## config.mk

```make
export PLATFORM = sky130hd
export DESIGN_NAME = nor_page_reader
export DESIGN_NICKNAME = d
export VERILOG_FILES = /design/src/rtl/nor_rd_pkg.sv /design/src/rtl/nor_addr_map.sv /design/src/rtl/nor_page_track.sv /design/src/rtl/nor_wait_timer.sv /design/src/rtl/nor_page_reader.sv
export SDC_FILE = /design/constraint.sdc
export NUM_CORES = 1
export LEC_CHECK = 0
export BUFFER_PORTS_ARGS = -buffer_cell sky130_fd_sc_hd__buf_2
export CORE_MARGIN = 2
export CORE_UTILIZATION = 54
export CTS_CLUSTER_DIAMETER = 120
export DETAILED_ROUTE_END_ITERATION = 10
export PLACE_DENSITY_LB_ADDON = 0.1
export REMOVE_ABC_BUFFERS = 1
export SYNTH_ARGS = -nofsm -noshare
export SYNTH_HDL_FRONTEND = slang
export SYNTH_SLANG_ARGS = --single-unit
export TNS_END_PERCENT = 10
```

## constraint.sdc

```tcl
create_clock -name clk -period 3.86 [get_ports clk]
set_clock_uncertainty 0.05 [all_clocks]
set_input_delay 0.579 -clock clk [delete_from_list [all_inputs] [get_ports clk]]
set_output_delay 0.579 -clock clk [all_outputs]
set_load 0.01 [all_outputs]
```

## src/rtl/nor_rd_pkg.sv

```systemverilog
// Shared definitions for the page-mode NOR read controller.
// Assumes: page size is a power of two words, given as its log2.
package nor_rd_pkg;
    localparam int PAGE_BITS_DEF = 3;   // eight words per page
    localparam int LANE_W        = 8;   // byte lane width

    typedef enum logic [0:0] {
        RD_IDLE = 1'b0,
        RD_WAIT = 1'b1
    } rd_state_e;
endpackage

```

## src/rtl/nor_addr_map.sv

```systemverilog
// Translates a request address into memory pins and a page tag.
// Word mode: the low ADDR_W bits are the word address; byte-select stays 0.
// Byte mode: bit 0 selects the byte, the bits above it form the word address.
// Assumes: purely combinational; the caller registers the results.
module nor_addr_map #(
    parameter int ADDR_W    = 22,
    parameter int PAGE_BITS = 3,
    localparam int TAG_W    = ADDR_W - PAGE_BITS
) (
    input  logic [ADDR_W:0]   req_addr,
    input  logic              byte_mode,
    output logic [ADDR_W-1:0] pin_addr,
    output logic              pin_bsel,
    output logic [TAG_W-1:0]  page_tag
);
    // Select the word address and byte-select by addressing mode.
    always_comb begin
        if (byte_mode) begin
            pin_addr = req_addr[ADDR_W:1];
            pin_bsel = req_addr[0];
        end else begin
            pin_addr = req_addr[ADDR_W-1:0];
            pin_bsel = 1'b0;
        end
        page_tag = pin_addr[ADDR_W-1:PAGE_BITS];
    end
endmodule

```

## src/rtl/nor_page_track.sv

```systemverilog
// Holds the open page (tag and mode) and its validity, and runs the idle timer.
// The open flag doubles as the chip-enable state: a page is open exactly while
// chip-enable is asserted. Closes the page after IDLE_LIMIT idle cycles.
// Assumes: IDLE_LIMIT >= 1; open_en is high only on an accepting edge.
module nor_page_track #(
    parameter int TAG_W      = 19,
    parameter int IDLE_LIMIT = 16,
    localparam int IDLE_W    = $clog2(IDLE_LIMIT + 1)
) (
    input  logic             clk,
    input  logic             rst_n,
    input  logic             open_en,
    input  logic             idle_tick,
    input  logic [TAG_W-1:0] cand_tag,
    input  logic             cand_mode,
    output logic             page_hit,
    output logic             page_open
);
    logic [TAG_W-1:0]  open_tag;
    logic              open_mode;
    logic [IDLE_W-1:0] idle_cnt;

    // Record the page opened by an accepted request.
    always_ff @(posedge clk) begin
        if (!rst_n) begin
            open_tag  <= '0;
            open_mode <= 1'b0;
        end else if (open_en) begin
            open_tag  <= cand_tag;
            open_mode <= cand_mode;
        end
    end

    // Open on accept, close when the idle run reaches its limit.
    always_ff @(posedge clk) begin
        if (!rst_n) begin
            page_open <= 1'b0;
            idle_cnt  <= '0;
        end else if (open_en || !idle_tick) begin
            page_open <= page_open | open_en;
            idle_cnt  <= '0;
        end else if (page_open) begin
            if (idle_cnt == IDLE_W'(IDLE_LIMIT - 1)) begin
                page_open <= 1'b0;
                idle_cnt  <= '0;
            end else begin
                idle_cnt  <= idle_cnt + 1'b1;
            end
        end
    end

    // A hit needs an open page with matching tag and mode.
    always_comb begin
        page_hit = page_open && (open_tag == cand_tag) && (open_mode == cand_mode);
    end
endmodule

```

## src/rtl/nor_wait_timer.sv

```systemverilog
// Down-counter for the access wait. On load it picks the full wait, or for a
// page hit the smaller of the page and full waits; zero is raised to one.
// done is high during the last cycle of the wait.
// Assumes: load is not raised while a wait is running.
module nor_wait_timer #(
    parameter int WAIT_W = 5
) (
    input  logic              clk,
    input  logic              rst_n,
    input  logic              load,
    input  logic              use_page,
    input  logic [WAIT_W-1:0] full_wait,
    input  logic [WAIT_W-1:0] page_wait,
    output logic              done
);
    logic [WAIT_W-1:0] cnt;
    logic [WAIT_W-1:0] pick;
    logic [WAIT_W-1:0] eff;

    // Choose the wait for the request being accepted.
    always_comb begin
        if (use_page && (page_wait < full_wait)) pick = page_wait;
        else                                     pick = full_wait;
        eff = (pick == '0) ? WAIT_W'(1) : pick;
    end

    // Load on accept, then count down to zero.
    always_ff @(posedge clk) begin
        if (!rst_n)           cnt <= '0;
        else if (load)        cnt <= eff;
        else if (cnt != '0)   cnt <= cnt - 1'b1;
    end

    assign done = (cnt == WAIT_W'(1));
endmodule

```

## src/rtl/nor_page_reader.sv

```systemverilog
// Top of the page-mode NOR read controller. Accepts one read at a time,
// drives the memory pins, waits the full or page wait, samples the data bus
// and returns it with a one-cycle strobe. Chip-enable and output-enable
// follow the open-page flag; write-enable is held inactive.
// Assumes: DATA_W >= 8; wait inputs and byte_mode are sampled on acceptance.
module nor_page_reader
    import nor_rd_pkg::*;
#(
    parameter int ADDR_W     = 22,
    parameter int DATA_W     = 16,
    parameter int WAIT_W     = 5,
    parameter int IDLE_LIMIT = 16,
    parameter int PAGE_BITS  = PAGE_BITS_DEF,
    localparam int TAG_W     = ADDR_W - PAGE_BITS
) (
    input  logic              clk,
    input  logic              rst_n,
    input  logic              byte_mode,
    input  logic [WAIT_W-1:0] full_wait,
    input  logic [WAIT_W-1:0] page_wait,
    input  logic              req_valid,
    input  logic [ADDR_W:0]   req_addr,
    output logic              req_ready,
    output logic              rsp_valid,
    output logic [DATA_W-1:0] rsp_data,
    output logic [ADDR_W-1:0] mem_addr,
    output logic              mem_bsel,
    output logic              mem_ce_n,
    output logic              mem_oe_n,
    output logic              mem_we_n,
    input  logic [DATA_W-1:0] mem_dq
);
    rd_state_e         state;
    logic              accept;
    logic              idle_tick;
    logic              page_hit;
    logic              page_open;
    logic              wait_done;
    logic              mode_q;
    logic [ADDR_W-1:0] map_addr;
    logic              map_bsel;
    logic [TAG_W-1:0]  map_tag;

    assign req_ready = (state == RD_IDLE);
    assign accept    = req_valid && req_ready;
    assign idle_tick = req_ready && !req_valid;

    nor_addr_map #(.ADDR_W(ADDR_W), .PAGE_BITS(PAGE_BITS)) u_map (
        .req_addr (req_addr),
        .byte_mode(byte_mode),
        .pin_addr (map_addr),
        .pin_bsel (map_bsel),
        .page_tag (map_tag)
    );

    nor_page_track #(.TAG_W(TAG_W), .IDLE_LIMIT(IDLE_LIMIT)) u_track (
        .clk      (clk),
        .rst_n    (rst_n),
        .open_en  (accept),
        .idle_tick(idle_tick),
        .cand_tag (map_tag),
        .cand_mode(byte_mode),
        .page_hit (page_hit),
        .page_open(page_open)
    );

    nor_wait_timer #(.WAIT_W(WAIT_W)) u_timer (
        .clk      (clk),
        .rst_n    (rst_n),
        .load     (accept),
        .use_page (page_hit),
        .full_wait(full_wait),
        .page_wait(page_wait),
        .done     (wait_done)
    );

    // Sequence between waiting for a request and waiting for data.
    always_ff @(posedge clk) begin
        if (!rst_n)                               state <= RD_IDLE;
        else if (state == RD_IDLE && accept)      state <= RD_WAIT;
        else if (state == RD_WAIT && wait_done)   state <= RD_IDLE;
    end

    // Latch the pin address and mode of the accepted request.
    always_ff @(posedge clk) begin
        if (!rst_n) begin
            mem_addr <= '0;
            mem_bsel <= 1'b0;
            mode_q   <= 1'b0;
        end else if (accept) begin
            mem_addr <= map_addr;
            mem_bsel <= map_bsel;
            mode_q   <= byte_mode;
        end
    end

    // Sample the data bus at the end of the wait and strobe the response.
    always_ff @(posedge clk) begin
        if (!rst_n) begin
            rsp_valid <= 1'b0;
            rsp_data  <= '0;
        end else begin
            rsp_valid <= (state == RD_WAIT) && wait_done;
            if ((state == RD_WAIT) && wait_done) begin
                if (mode_q) rsp_data <= {{(DATA_W - LANE_W){1'b0}}, mem_dq[LANE_W-1:0]};
                else        rsp_data <= mem_dq;
            end
        end
    end

    // Control pins: enables follow the open page, writes never happen.
    assign mem_ce_n = !page_open;
    assign mem_oe_n = !page_open;
    assign mem_we_n = 1'b1;
endmodule

```

Yosys cells after proc, flatten, opt, wreduce, memory -nomap -nowiden. Cells that the tools add are included.

Register bits after elaboration: 72. Bits of input ports: 53. Output and inout port bits: 44. Word-level logic and storage cells: 49.

Add/subtract/negate cells: 2. Order comparisons: 1. Equality and inequality tests: 4. Mux-type cells: 13. Bitwise gates (word level): 3. Reductions and logical operators: 16.

Operators by type and width (count): 5-bit two-way mux (5); 22-bit two-way mux (1); 19-bit == test (1); 16-bit two-way mux (1); 1-bit logical AND (7); 1-bit two-way mux (6); 5-bit by 1-bit adder with 5-bit output (second input constant) (1); 5-bit by 1-bit == test with 1-bit output (second input constant) (1); 5-bit by 4-bit == test with 1-bit output (second input constant) (1); 5-bit logical NOT (1); 5-bit less-than comparator (1); 5-bit nonzero test (1); 5-bit by 1-bit subtractor with 5-bit output (second input constant) (1); 2-bit nonzero test (2); 1-bit logical NOT (3); 1-bit NOT (2); 2-bit OR reduction (1); 1-bit == test (1); 1-bit logical OR (1); 1-bit OR (1).

Depth between registers and ports, before layout. Gate-level depths: netlist of run 1.

Word-level depth: 9. Mapped depth: 9. Mapped depth without buffers: 8.

Cells and area by module. Synthesis of run 1 repeated with hierarchy kept, for this count alone.

Cells, all modules: 408. Area, all modules: 3891.2 sq um.

Modules (own cells, without submodules): nor_page_reader (times used 1, cells each 187, area each 1747.9 sq um, seq. area each 840.8 sq um); nor_page_track (times used 1, cells each 121, area each 1237.4 sq um, seq. area each 520.5 sq um); nor_wait_timer (times used 1, cells each 56, area each 486.7 sq um, seq. area each 100.1 sq um); nor_addr_map (times used 1, cells each 44, area each 419.2 sq um, seq. area each 0.0 sq um).

Worst setup path before layout of run 1. Ideal clock, no wire load.

Path kind: in2reg. Start point: input port byte_mode. End point: register u_timer.cnt[1]. Setup time: 0.074 ns. Arrival time: 2.364 ns. Data required time: 3.736 ns. Slack: 1.372 ns. Stages on the path: 8. Path through: buf_6 > buf_2 > mux2i_1 > xnor2_1 > nor4_2 > nand4_2 > or4_1 > a31oi_1.

Word-level cells in the longest chain between the ends: 9.

RTL lines: start: declaration (RTL line nor_page_reader.sv:18) `input logic byte_mode,`; 22-bit two-way mux (RTL line nor_addr_map.sv:18) `if (byte_mode) begin`; 19-bit == test (RTL line nor_page_track.sv:54) `page_hit = page_open && (open_tag == cand_tag) && (open_mode == cand_mode);`; 1-bit logical AND (RTL line nor_page_track.sv:54); 1-bit logical AND (*) (RTL line nor_page_track.sv:54); 1-bit logical AND (*) (RTL line nor_wait_timer.sv:22) `if (use_page && (page_wait < full_wait)) pick = page_wait;`; 5-bit two-way mux (*) (RTL line nor_wait_timer.sv:22); 5-bit logical NOT (RTL line nor_wait_timer.sv:24) `eff = (pick == '0) ? WAIT_W'(1) : pick;`; 5-bit two-way mux (*) (RTL line nor_wait_timer.sv:24); 5-bit two-way mux (*) (RTL line nor_wait_timer.sv:30) `else if (load) cnt <= eff;`; end signal: assignment (RTL line nor_wait_timer.sv:31) `else if (cnt != '0) cnt <= cnt - 1'b1;`; end: declaration (RTL line nor_wait_timer.sv:16) `logic [WAIT_W-1:0] cnt;`.

Mark *: on every way between the ends. The rest lies on a longest branch, timed or not. A chain may end at the register's enable or synchronous reset.

Worst setup path in the final report of run 1.
Start point: input port byte_mode. End point: register u_timer.cnt[2].

Same word-level chain as after synthesis.

==> flow_summary_export.csv, run 1 <==
group,metric,value,unit
status,status,"finished, final reports clean",
power_and_ir_drop,pwr-share-seq,50.5,%
worst_setup_path,crit_required,4050,ps
worst_setup_path,r2r_slack,1690,ps
synth,synth_edf_count,0,
timing,fmax,363,MHz
worst_hold_path,hp-class,"reg2reg",
worst_setup_path,r2r_end,"u_timer.cnt[4]$_SDFFE_PN0P_",
global_routing,grt_usage,21.5,%
route,ant_nets,0,
timing,drv_slew,0,
cts,htree_levels,2,
layout,fin_nets,464,
floorplan,die_w,76.8,µm
floorplan,io_pins,97,
layout,diodes,0,
global_routing,grt_max_degree,55,
timing,hold_viol,0,
synth,synth-async-reset-ratio,0,%
floorplan,start_util,56.1,%
synth,synth_top_cell_by_area,"dfxtp_1",
timing,min_period,2760,ps
power_and_ir_drop,p_leak,1.70,nW
timing,max_slew_margin,28.6,%
layout,fillers,440,
layout,layout.cells.non_filler,474,
cts,path_clk_slew,90,ps
power_and_ir_drop,pwr_density_cell,361,nW/µm²
timing,setup_tns,0,ps
route,dr_total_vias,2553,
worst_setup_path,r2r-start,"u_track.page_open$_SDFF_PN0_",
synth,synthCells,322,
global_routing,grt_pass1_wl,10.4,mm
worst_hold_path,min_from,"u_track.idle_cnt[4]$_SDFFE_PP0P_",
worst_setup_path,crit_type,"in2reg",
cts,cts_resized,0,
worst_setup_path,startpoint,"byte_mode",
synth,postSynthRegisterBits,53,
power_and_ir_drop,power.internal,0.854,mW
global_routing,grt_antenna_before_repair,0,
cts,root_buffer,"clkbuf_8",
worst_setup_path,end_kind,"register",
worst_setup_path,rr_worst_depth,6,
synth,synth_cell_types,47,
timing,grt_setup_unrepaired,"false",
synth,syn_avg_cell_area,8.90,µm²
placement,gp_congestion,0.819,
cts,holdBufCountCts,0,
synth,ys.flop_type,"dfxtp_1",
layout,regArea,1060,µm²
placement,port-buffer-count,95,
cts,cts_tree,"built",
layout,multi_input_area,1660,µm²
placement,dp_hpwl,4.55,mm
timing,min_period_over_period,71.4,%
route,initialDrtViolationCount,73,
cts,post_cts_buffers,0,
route,drc_errors,0,
route,routed_via_density,5.39,
floorplan,dieArea,5900,µm²
power_and_ir_drop,p_switching,0.381,mW
power_and_ir_drop,p_clk_share,24.8,%
worst_setup_path,cp_max_fo,30,
synth,yosys-top-cells-area,"dfxtp_1 (37%), o211a_1 (7.7%), nand2_1 (7.5%), mux2i_1 (7.3%), xnor2_1 (5.5%)",
global_routing,grt_pass1_vias,2395,
timing,worst_slew_pin_slew,1070,ps
synth,ys_seq_area_share,37.0,%
power_and_ir_drop,comb_power_share,24.7,%
route,first_pass_iters,4,
power_and_ir_drop,power,1.23,mW
floorplan,coreArea,5110,µm²
layout,layout-drive-gt1-share,27.0,%
flow_run,maxCapViolations,0,
cts,clock_latency,310,ps
floorplan,row_count,26,
floorplan,die_y,76.8,µm
worst_setup_path,start_kind,"input pin",
layout,area_growth,19.3,%
cts,cts_sinks,53,
placement,dpl.cell_count,466,
route,avgRoutedWirePerCell,13.3,µm
power_and_ir_drop,swShare,30.8,%
synth,ys_warn_count,0,
cts,numCtsBuffers,5,
power_and_ir_drop,ir_worst_vdd,0.000194,V
route,drt_wl_total,6.30,mm
worst_setup_path,endpoint,"u_timer.cnt[2]$_SDFFE_PN0P_",
global_routing,grt-ovfl-total,0,
synth,synth_area,2870,µm²
synth,synth_top_area_share,37.0,%
cts,clockBufferDepth,2,
worst_setup_path,cp.arrival,2940,ps
timing,setup_violations,0,
power by group through the flow:
| stage | logic [mW] | registers [mW] | clock network (mW) |
|---|---|---|---|
| 2_1_floorplan | 0.183 | 0.641 | 0 |
| 3_3_place_gp | 0.298 | 0.634 | 0 |
| 3_5_place_dp | 0.304 | 0.635 | 0 |
| 4_1_cts | 0.306 | 0.622 | 0.323 |
| 5_1_grt | 0.339 | 0.628 | 0.344 |
| 6_report | 0.305 | 0.623 | 0.307 |
flip-flops by register name, summed over array words and instances, names as in the netlist:
register	cells
u_track.page_open	1
u_track.idle_cnt	5
rsp_valid	1
mem_bsel	1
mem_addr	22
rsp_data	16
u_timer.cnt	5
state	1
u_track.open_mode	1
metal layers:
layer	track usage, %	vias up	part of all wire, %
met3	4.82	10	5.7
met2	36.8	74	47
met4	8.00	0	1.7
li1	-	1302	-
met5	0	-	0
met1	26.3	1167	46
logic make-up after synthesis:
family	count (synthesis)	share of synthesized area [%]
fa+ha+maj	8	3.49
flops	53	37.0
mux	22	7.82
compound gates	76	21.4
simple gates	107	18.6
other cells	1	0.131
xor+xnor	20	6.11
buf+inv	35	5.41
worst max-delay path, stage by stage:
cell     delay [ps]
buf_2           590
mux2i_1         350
xnor2_1         120
nor4_2          300
nand4_2         260
or4_1           570
a31oi_1         160
cells in the final DEF (no fill, tap or decap), drive strengths merged, types with 8 or more instances in the layout:
cell type and n:
nor2 11, ha 8, inv 14, nand2 57
mux2i 22, a21boi 20, nand3b 8, dfxtp 53
o211a 22, xnor2 18, buf 95
cell usage after synthesis, types with 4 or more instances:
| master | count |
|---|---|
| dfxtp_1 | 53 |
| o211a_1 | 22 |
| xnor2_1 | 18 |
| o21ai_0 | 5 |
| mux2i_1 | 21 |
| a21oi_1 | 6 |
| ha_1 | 8 |
| inv_1 | 14 |
| a21boi_0 | 20 |
| clkbuf_1 | 15 |
| nand3b_1 | 8 |
| nand2_1 | 57 |
| o31ai_1 | 4 |
| nor3_1 | 7 |
| nor2_1 | 11 |
stage by stage:
step	utilization (%)	cell area, µm²	setup slack, ps	hold WS [ps]
final	67.0	3420	1100	392
after global routing	67.0	3420	891	409
after CTS	67.0	3420	1110	395
after detailed placement	65.3	3330	773	382
after global placement	65.3	3330	846	372
after floorplan	-	2760	972	360
how the worst min path moves through the flow:
stage	end	slack [ps]	depth (start not counted)
2_1_floorplan	u_track.idle_cnt[4]$_SDFFE_PP0P_	360	2
3_3_place_gp	u_track.idle_cnt[4]$_SDFFE_PP0P_	370	2
3_5_place_dp	u_track.idle_cnt[4]$_SDFFE_PP0P_	380	2
4_1_cts	u_track.idle_cnt[4]$_SDFFE_PP0P_	400	2
5_1_grt	u_track.idle_cnt[4]$_SDFFE_PP0P_	410	2
6_report	u_track.idle_cnt[4]$_SDFFE_PP0P_	390	2
cell type report:
class,count,share of cell area (%)
sequential,53,31.0
clock buffer,5,2.01
timing repair buffer,95,13.9
multi-input combinational,234,48.4
tap,70,2.56
inverter,14,1.54
clock inverter,3,0.512
No activity file was read; power rests on OpenSTA's default activity.
==> inputs of run 2 (changes only) <==
Settings changed: ABC_AREA set to 1, CORE_UTILIZATION 54 to 47.
Clock period 3.86 ns to 2.4 ns, I/O delays scaled along.
==> flow_summary_export.csv, run 2 <==
group,metric,value,unit
global_routing,grt_antenna_before_repair,0,
route,ant_nets,0,
timing,setup_tns,0,ps
synth,yosys-top-cells-area,"dfxtp_1 (33%), nand2_1 (21%), nand3_1 (9.7%), inv_1 (7.5%), nor2_1 (4.2%)",
route,first_pass_iters,6,
global_routing,grt-ovfl-total,0,
layout,area_growth,18.7,%
layout,fillers,687,
route,met1_length,3.81,mm
worst_setup_path,critPathMaxStageDelay,400,ps
cts,path_clk_slew,110,ps
layout,final_core_util,56.8,%
layout,post-route-cell-area,3820,µm²
worst_setup_path,start_kind,"register",
worst_hold_path,hp-class,"in2reg",
cts,cts_sinks,53,
cts,numCtsBuffers,5,
synth,synth_edf_count,0,
floorplan,start_util,47.8,%
worst_setup_path,crit_type,"reg2reg",
cts,cts_resized,0,
timing,min_period_over_period,80.1,%
cts,holdBufCountCts,0,
worst_setup_path,cpMaxStageDelayCell,"dfxtp_1",
timing,worst_slew_pin_slew,1030,ps
route,highest_layer,"met4",
cts,clockBufferDepth,2,
worst_setup_path,cp_max_fo,9,
synth,synth_top_area_share,33.0,%
global_routing,grt_max_degree,34,
route,routed_via_density,4.99,
synth,synthTopCellsByCount,"nand2_1 (181), inv_1 (64), nand3_1 (62)",
synth,ys.flop_type,"dfxtp_1",
cts,cts_tree,"built",
cts,root_buffer,"clkbuf_8",
floorplan,io_pins,97,
layout,fin_nets,664,
timing,setup_violations,0,
route,wl_met2,3.57,mm
placement,gp_congestion,0.890,
layout,top_regs,"mem_addr: 22 flops, rsp_data: 16 flops",
cts,post_cts_buffers,0,
floorplan,row_count,30,
synth,synth-async-reset-ratio,0,%
timing,drv_slew,0,
layout,layout-drive-gt1-share,20.7,%
synth,synth_area,3210,µm²
power_and_ir_drop,ir_worst_vdd,0.000363,V
layout,layout.cells.non_filler,684,
layout,multi_input_area,1770,µm²
worst_setup_path,cp.arrival,2130,ps
layout,layout_common_cells,"nand2_1 (181), buf_2 (95), inv_1 (64), nand3_1 (62), dfxtp_1 (53)",
floorplan,die_y,86.7,µm
placement,dp_hpwl,5.97,mm
status,status,"finished, final reports clean",
placement,dpl.cell_count,676,
synth,ys_seq_area_share,33.0,%
timing,min_period,1920,ps
timing,grt_setup_unrepaired,"false",
floorplan,dieArea,7520,µm²
floorplan,coreArea,6720,µm²
synth,postSynthRegisterBits,53,
floorplan,die_w,86.7,µm
global_routing,grt_pass1_vias,3020,
synth,syn_avg_cell_area,6.23,µm²
placement,placed_area,3720,µm²
flow_run,maxCapViolations,0,
route,dr_total_vias,3410,
layout,top_register,"mem_addr",
placement,port-buffer-count,95,
timing,fmax,520,MHz
synth,synth_cell_types,32,
power_and_ir_drop,pwr_density_cell,566,nW/µm²
global_routing,grt_pass1_wl,13.1,mm
route,drt_wl_total,7.87,mm
worst_setup_path,path_delay_family,"simple AND/OR/NAND/NOR gates",
worst_setup_path,critPathBufInv,1,
synth,ys_warn_count,0,
route,drc_errors,0,
layout,final_common_cell,"nand2_1",
timing,max_slew_margin,31.1,%
route,avgRoutedWirePerCell,11.5,µm
route,initialDrtViolationCount,165,
cts,htree_levels,2,
power_and_ir_drop,p_leak,2.11,nW
synth,synth_top_cell_by_area,"dfxtp_1",
worst_setup_path,crit_required,2610,ps
layout,regArea,1060,µm²
worst_setup_path,cpMostUsedCell,"nand2_1",
layout,diodes,0,
worst_setup_path,crit_chain,"inv_2 -> nand2_1 -> nand2_1 -> nor2_2 -> nand3_1 -> nor2_1 -> nand2_1 -> nor2_4 -> nand2_2 -> nand2_1 -> nand2_1 -> nor2_1 -> nand2_1 -> nand2_1 -> nand2_1 -> a21oi_2",
timing,hold_viol,0,
cts,clock_latency,310,ps
synth,synthMostInstantiatedCell,"nand2_1",
layout,largest_reg_flops,22,
worst_setup_path,end_kind,"register",
route,dr_wl_met3,419,µm
synth,synthCells,516,
global_routing,grt_usage,21.1,%
## run 2: cell count changes after synthesis, moves of 6 or more
cell,before,now
nor2_1,11,36
inv_1,14,64
nand2_1,57,181
a21boi_0,20,0
xnor2_1,18,0
a31oi_1,3,9
o21ai_0,5,17
a21oi_1,6,17
nand2_2,0,8
nand3_1,3,62
mux2i_1,21,0
a211oi_1,0,10
o211a_1,22,0
## run 2: final timing paths
path / start / endpoint / slack [ps] / depth (start not counted)
max reg2reg: u_track.open_mode$_SDFFE_PN0P_ / u_timer.cnt[0]$_SDFFE_PN0P_ / 480 / 16
min: mem_dq[7] / rsp_data[7]$_SDFFE_PN0P_ / 180 / 3
max: u_track.open_mode$_SDFFE_PN0P_ / u_timer.cnt[0]$_SDFFE_PN0P_ / 480 / 16
min reg2reg: mem_bsel$_SDFFE_PN0P_ / mem_bsel$_SDFFE_PN0P_ / 420 / 2
## run 2: final cells by class
cell class / instances / area share, %
multi-input combinational: 374 / 46.3
sequential: 53 / 27.8
tap: 80 / 2.62
timing repair buffer: 103 / 14.4
inverter: 66 / 6.56
clock inverter: 3 / 0.590
clock buffer: 5 / 1.80
## run 2: power by group
| part | internal, mW | leakage, nW | switching [mW] | total [mW] |
|---|---|---|---|---|
| Combinational | 0.240 | 1.62 | 0.375 | 0.615 |
| Clock | 0.208 | 0.0481 | 0.321 | 0.529 |
| Sequential | 0.958 | 0.435 | 0.0569 | 1.02 |
## run 2: cell families (layout without fill, tap and decap cells)
| group | count (synthesis) | in the layout | synth area share [%] |
|---|---|---|---|
| fa+ha+maj | 8 | 8 | 3.11 |
| simple gates | 302 | 302 | 39.8 |
| compound gates | 61 | 61 | 11.4 |
| flops | 53 | 53 | 33.0 |
| xor+xnor | 2 | 2 | 0.545 |
| other cells | 1 | 1 | 0.117 |
| buf+inv | 89 | 177 | 12.1 |
## run 2: worst min-delay path: cells and delay by family
kind | cells | cell delay [ps]
buf+inv | 1 | 80
simple gates | 2 | 80
## run 2: stage by stage
step	setup WS (ps)	power (mW)	hold WS (ps)
2_1_floorplan	435	1.42	394
3_3_place_gp	241	1.64	403
3_5_place_dp	198	1.65	406
4_1_cts	482	2.18	175
5_1_grt	222	2.31	180
6_report	478	2.16	184
## run 2: routing by layer
layer	vias up	track usage [%]
met3	8	3.43
met5	-	0
met1	1495	28.7
li1	1812	-
met4	0	5.68
met2	95	34.9
==> inputs of run 3 (changes only) <==
Settings changed: ABC_AREA 1 to 0, CORE_UTILIZATION 47 to 46.
Clock period 2.4 ns to 1.6 ns, I/O delays scaled along.
==> flow_summary_export.csv, run 3 (synthesized netlist as in run 1, its figures left out) <==
group,metric,value,unit
route,drt_wl_total,7.21,mm
timing,fmax,541,MHz
power_and_ir_drop,p_switching,1.01,mW
floorplan,coreArea,5960,µm²
worst_setup_path,endpoint,"u_timer.cnt[1]$_SDFFE_PN0P_",
cts,root_buffer,"clkbuf_8",
worst_setup_path,r2r-start,"mem_addr[20]$_SDFFE_PN0P_",
layout,fillers,504,
timing,grt_setup_unrepaired,"true",
cts,holdBufCountCts,0,
worst_hold_path,hp-class,"in2reg",
power_and_ir_drop,p_leak,2.05,nW
layout,top_regs,"mem_addr: 22 flops, rsp_data: 16 flops",
placement,dpl.cell_count,524,
status,status,"finished, violations left",
timing,setup_violations,5,
cts,path_clk_slew,100,ps
worst_setup_path,end_kind,"register",
route,first_pass_iters,4,
flow_run,maxCapViolations,0,
route,ant_nets,0,
power_and_ir_drop,power.internal,2.23,mW
timing,setup_tns,-1130,ps
timing,setup_ws,-248,ps
power_and_ir_drop,p_clk_share,24.0,%
layout,diodes,0,
layout,final_common_cell,"buf_2",
worst_setup_path,crit_type,"reg2reg",
layout,layout.cells.non_filler,544,
status,violations,"setup timing",
power_and_ir_drop,pwr-share-seq,46.0,%
layout,layout_common_cells,"buf_2 (94), buf_4 (59), nand2_1 (57), dfxtp_1 (48), o211a_1 (22)",
cts,cts_tree,"built",
global_routing,grt_max_degree,51,
cts,clock_latency,310,ps
layout,multi_input_area,1750,µm²
route,initialDrtViolationCount,138,
power_and_ir_drop,pwr_density_cell,789,nW/µm²
cts,numCtsBuffers,5,
placement,placed_area,3760,µm²
timing,drv_slew,0,
layout,final_core_util,69.0,%
route,avgRoutedWirePerCell,13.3,µm
worst_setup_path,crit_required,1800,ps
worst_setup_path,start_kind,"register",
floorplan,io_pins,97,
floorplan,dieArea,6880,µm²
worst_setup_path,rr_worst_depth,5,
placement,dp_hpwl,5.14,mm
global_routing,grt_pass1_vias,2803,
cts,clockBufferDepth,2,
global_routing,grt_usage,21.3,%
route,dr_total_vias,2818,
worst_setup_path,r2r_slack,-250,ps
layout,fin_nets,529,
floorplan,row_count,28,
power_and_ir_drop,power,3.24,mW
worst_hold_path,min_from,"mem_dq[2]",
layout,top_register,"mem_addr",
timing,min_period,1850,ps
power_and_ir_drop,ir_worst_vdd,0.000448,V
layout,layout-drive-gt1-share,41.8,%
layout,regArea,1070,µm²
worst_setup_path,cp.arrival,2050,ps
cts,cts_sinks,53,
floorplan,die_y,82.9,µm
timing,min_period_over_period,115,%
layout,area_growth,43.4,%
floorplan,die_w,82.9,µm
global_routing,grt_antenna_before_repair,0,
global_routing,grt-ovfl-total,0,
worst_setup_path,r2r_end,"u_timer.cnt[1]$_SDFFE_PN0P_",
route,routed_via_density,5.18,
placement,gp_congestion,0.817,
layout,largest_reg_flops,22,
placement,port-buffer-count,95,
worst_setup_path,startpoint,"mem_addr[20]$_SDFFE_PN0P_",
floorplan,start_util,48.1,%
route,drc_errors,0,
worst_setup_path,cp_max_fo,7,
power_and_ir_drop,comb_power_share,29.9,%
layout,post-route-cell-area,4110,µm²
timing,hold_viol,0,
power_and_ir_drop,swShare,31.2,%
cts,htree_levels,2,
global_routing,grt_pass1_wl,12.4,mm
==> run 3: per-layer routing <==
metal | part of all wire [%] | global-route usage (%)
met1 | 46 | 26.0
met2 | 47 | 37.4
met3 | 6.3 | 5.47
met4 | 1.2 | 5.66
met5 | 0 | 0
==> run 3: worst min path at each step <==
stage	depth (start not counted)	slack [ps]	to
finish	3	110	rsp_data[2]$_SDFFE_PN0P_
global route	3	120	rsp_data[3]$_SDFFE_PN0P_
CTS	3	110	rsp_data[3]$_SDFFE_PN0P_
detailed placement	2	370	u_track.idle_cnt[4]$_SDFFE_PP0P_
global placement	2	370	u_track.idle_cnt[4]$_SDFFE_PP0P_
floorplan	1	310	rsp_valid$_SDFF_PN0_
==> run 3: final cells by class <==
| type | count | area share (%) |
|---|---|---|
| multi-input cells | 234 | 42.6 |
| flip-flops and latches | 53 | 26.0 |
| repair buffers | 160 | 25.6 |
| clock buffers | 5 | 1.68 |
| clock inverters | 3 | 0.548 |
| inverters | 14 | 1.28 |
| well taps | 75 | 2.28 |
==> run 3: stage by stage <==
stage	setup slack, ps	hold slack, ps
2_1_floorplan	-1060	312
3_3_place_gp	-819	374
3_5_place_dp	-886	375
4_1_cts	-225	107
5_1_grt	-342	116
6_report	-248	111
==> run 3: critical path: stages (launching register included) <==
cell,delay (ps)
dfxtp_2,350
xnor2_1,130
nor4_2,320
nand4_2,240
or4_1,560
a31oi_1,130
==> run 3: power groups by stage <==
stage | Combinational [mW] | Sequential, mW | Clock (mW)
final | 0.971 | 1.49 | 0.779
after floorplan | 0.442 | 1.55 | 0
after global placement | 0.875 | 1.52 | 0
after CTS | 0.960 | 1.49 | 0.803
after global routing | 1.07 | 1.51 | 0.838
after detailed placement | 0.888 | 1.52 | 0
==> run 3: repair_timing <==
item | CTS | global route
setup buffers | 11 | 0
cloned | 1 | 0
pin swaps | 16 | 5
gates resized for setup | 27 | 6
setup endpoints to repair | 5 | 7
endpoints found under the hold margin | 0 | 0
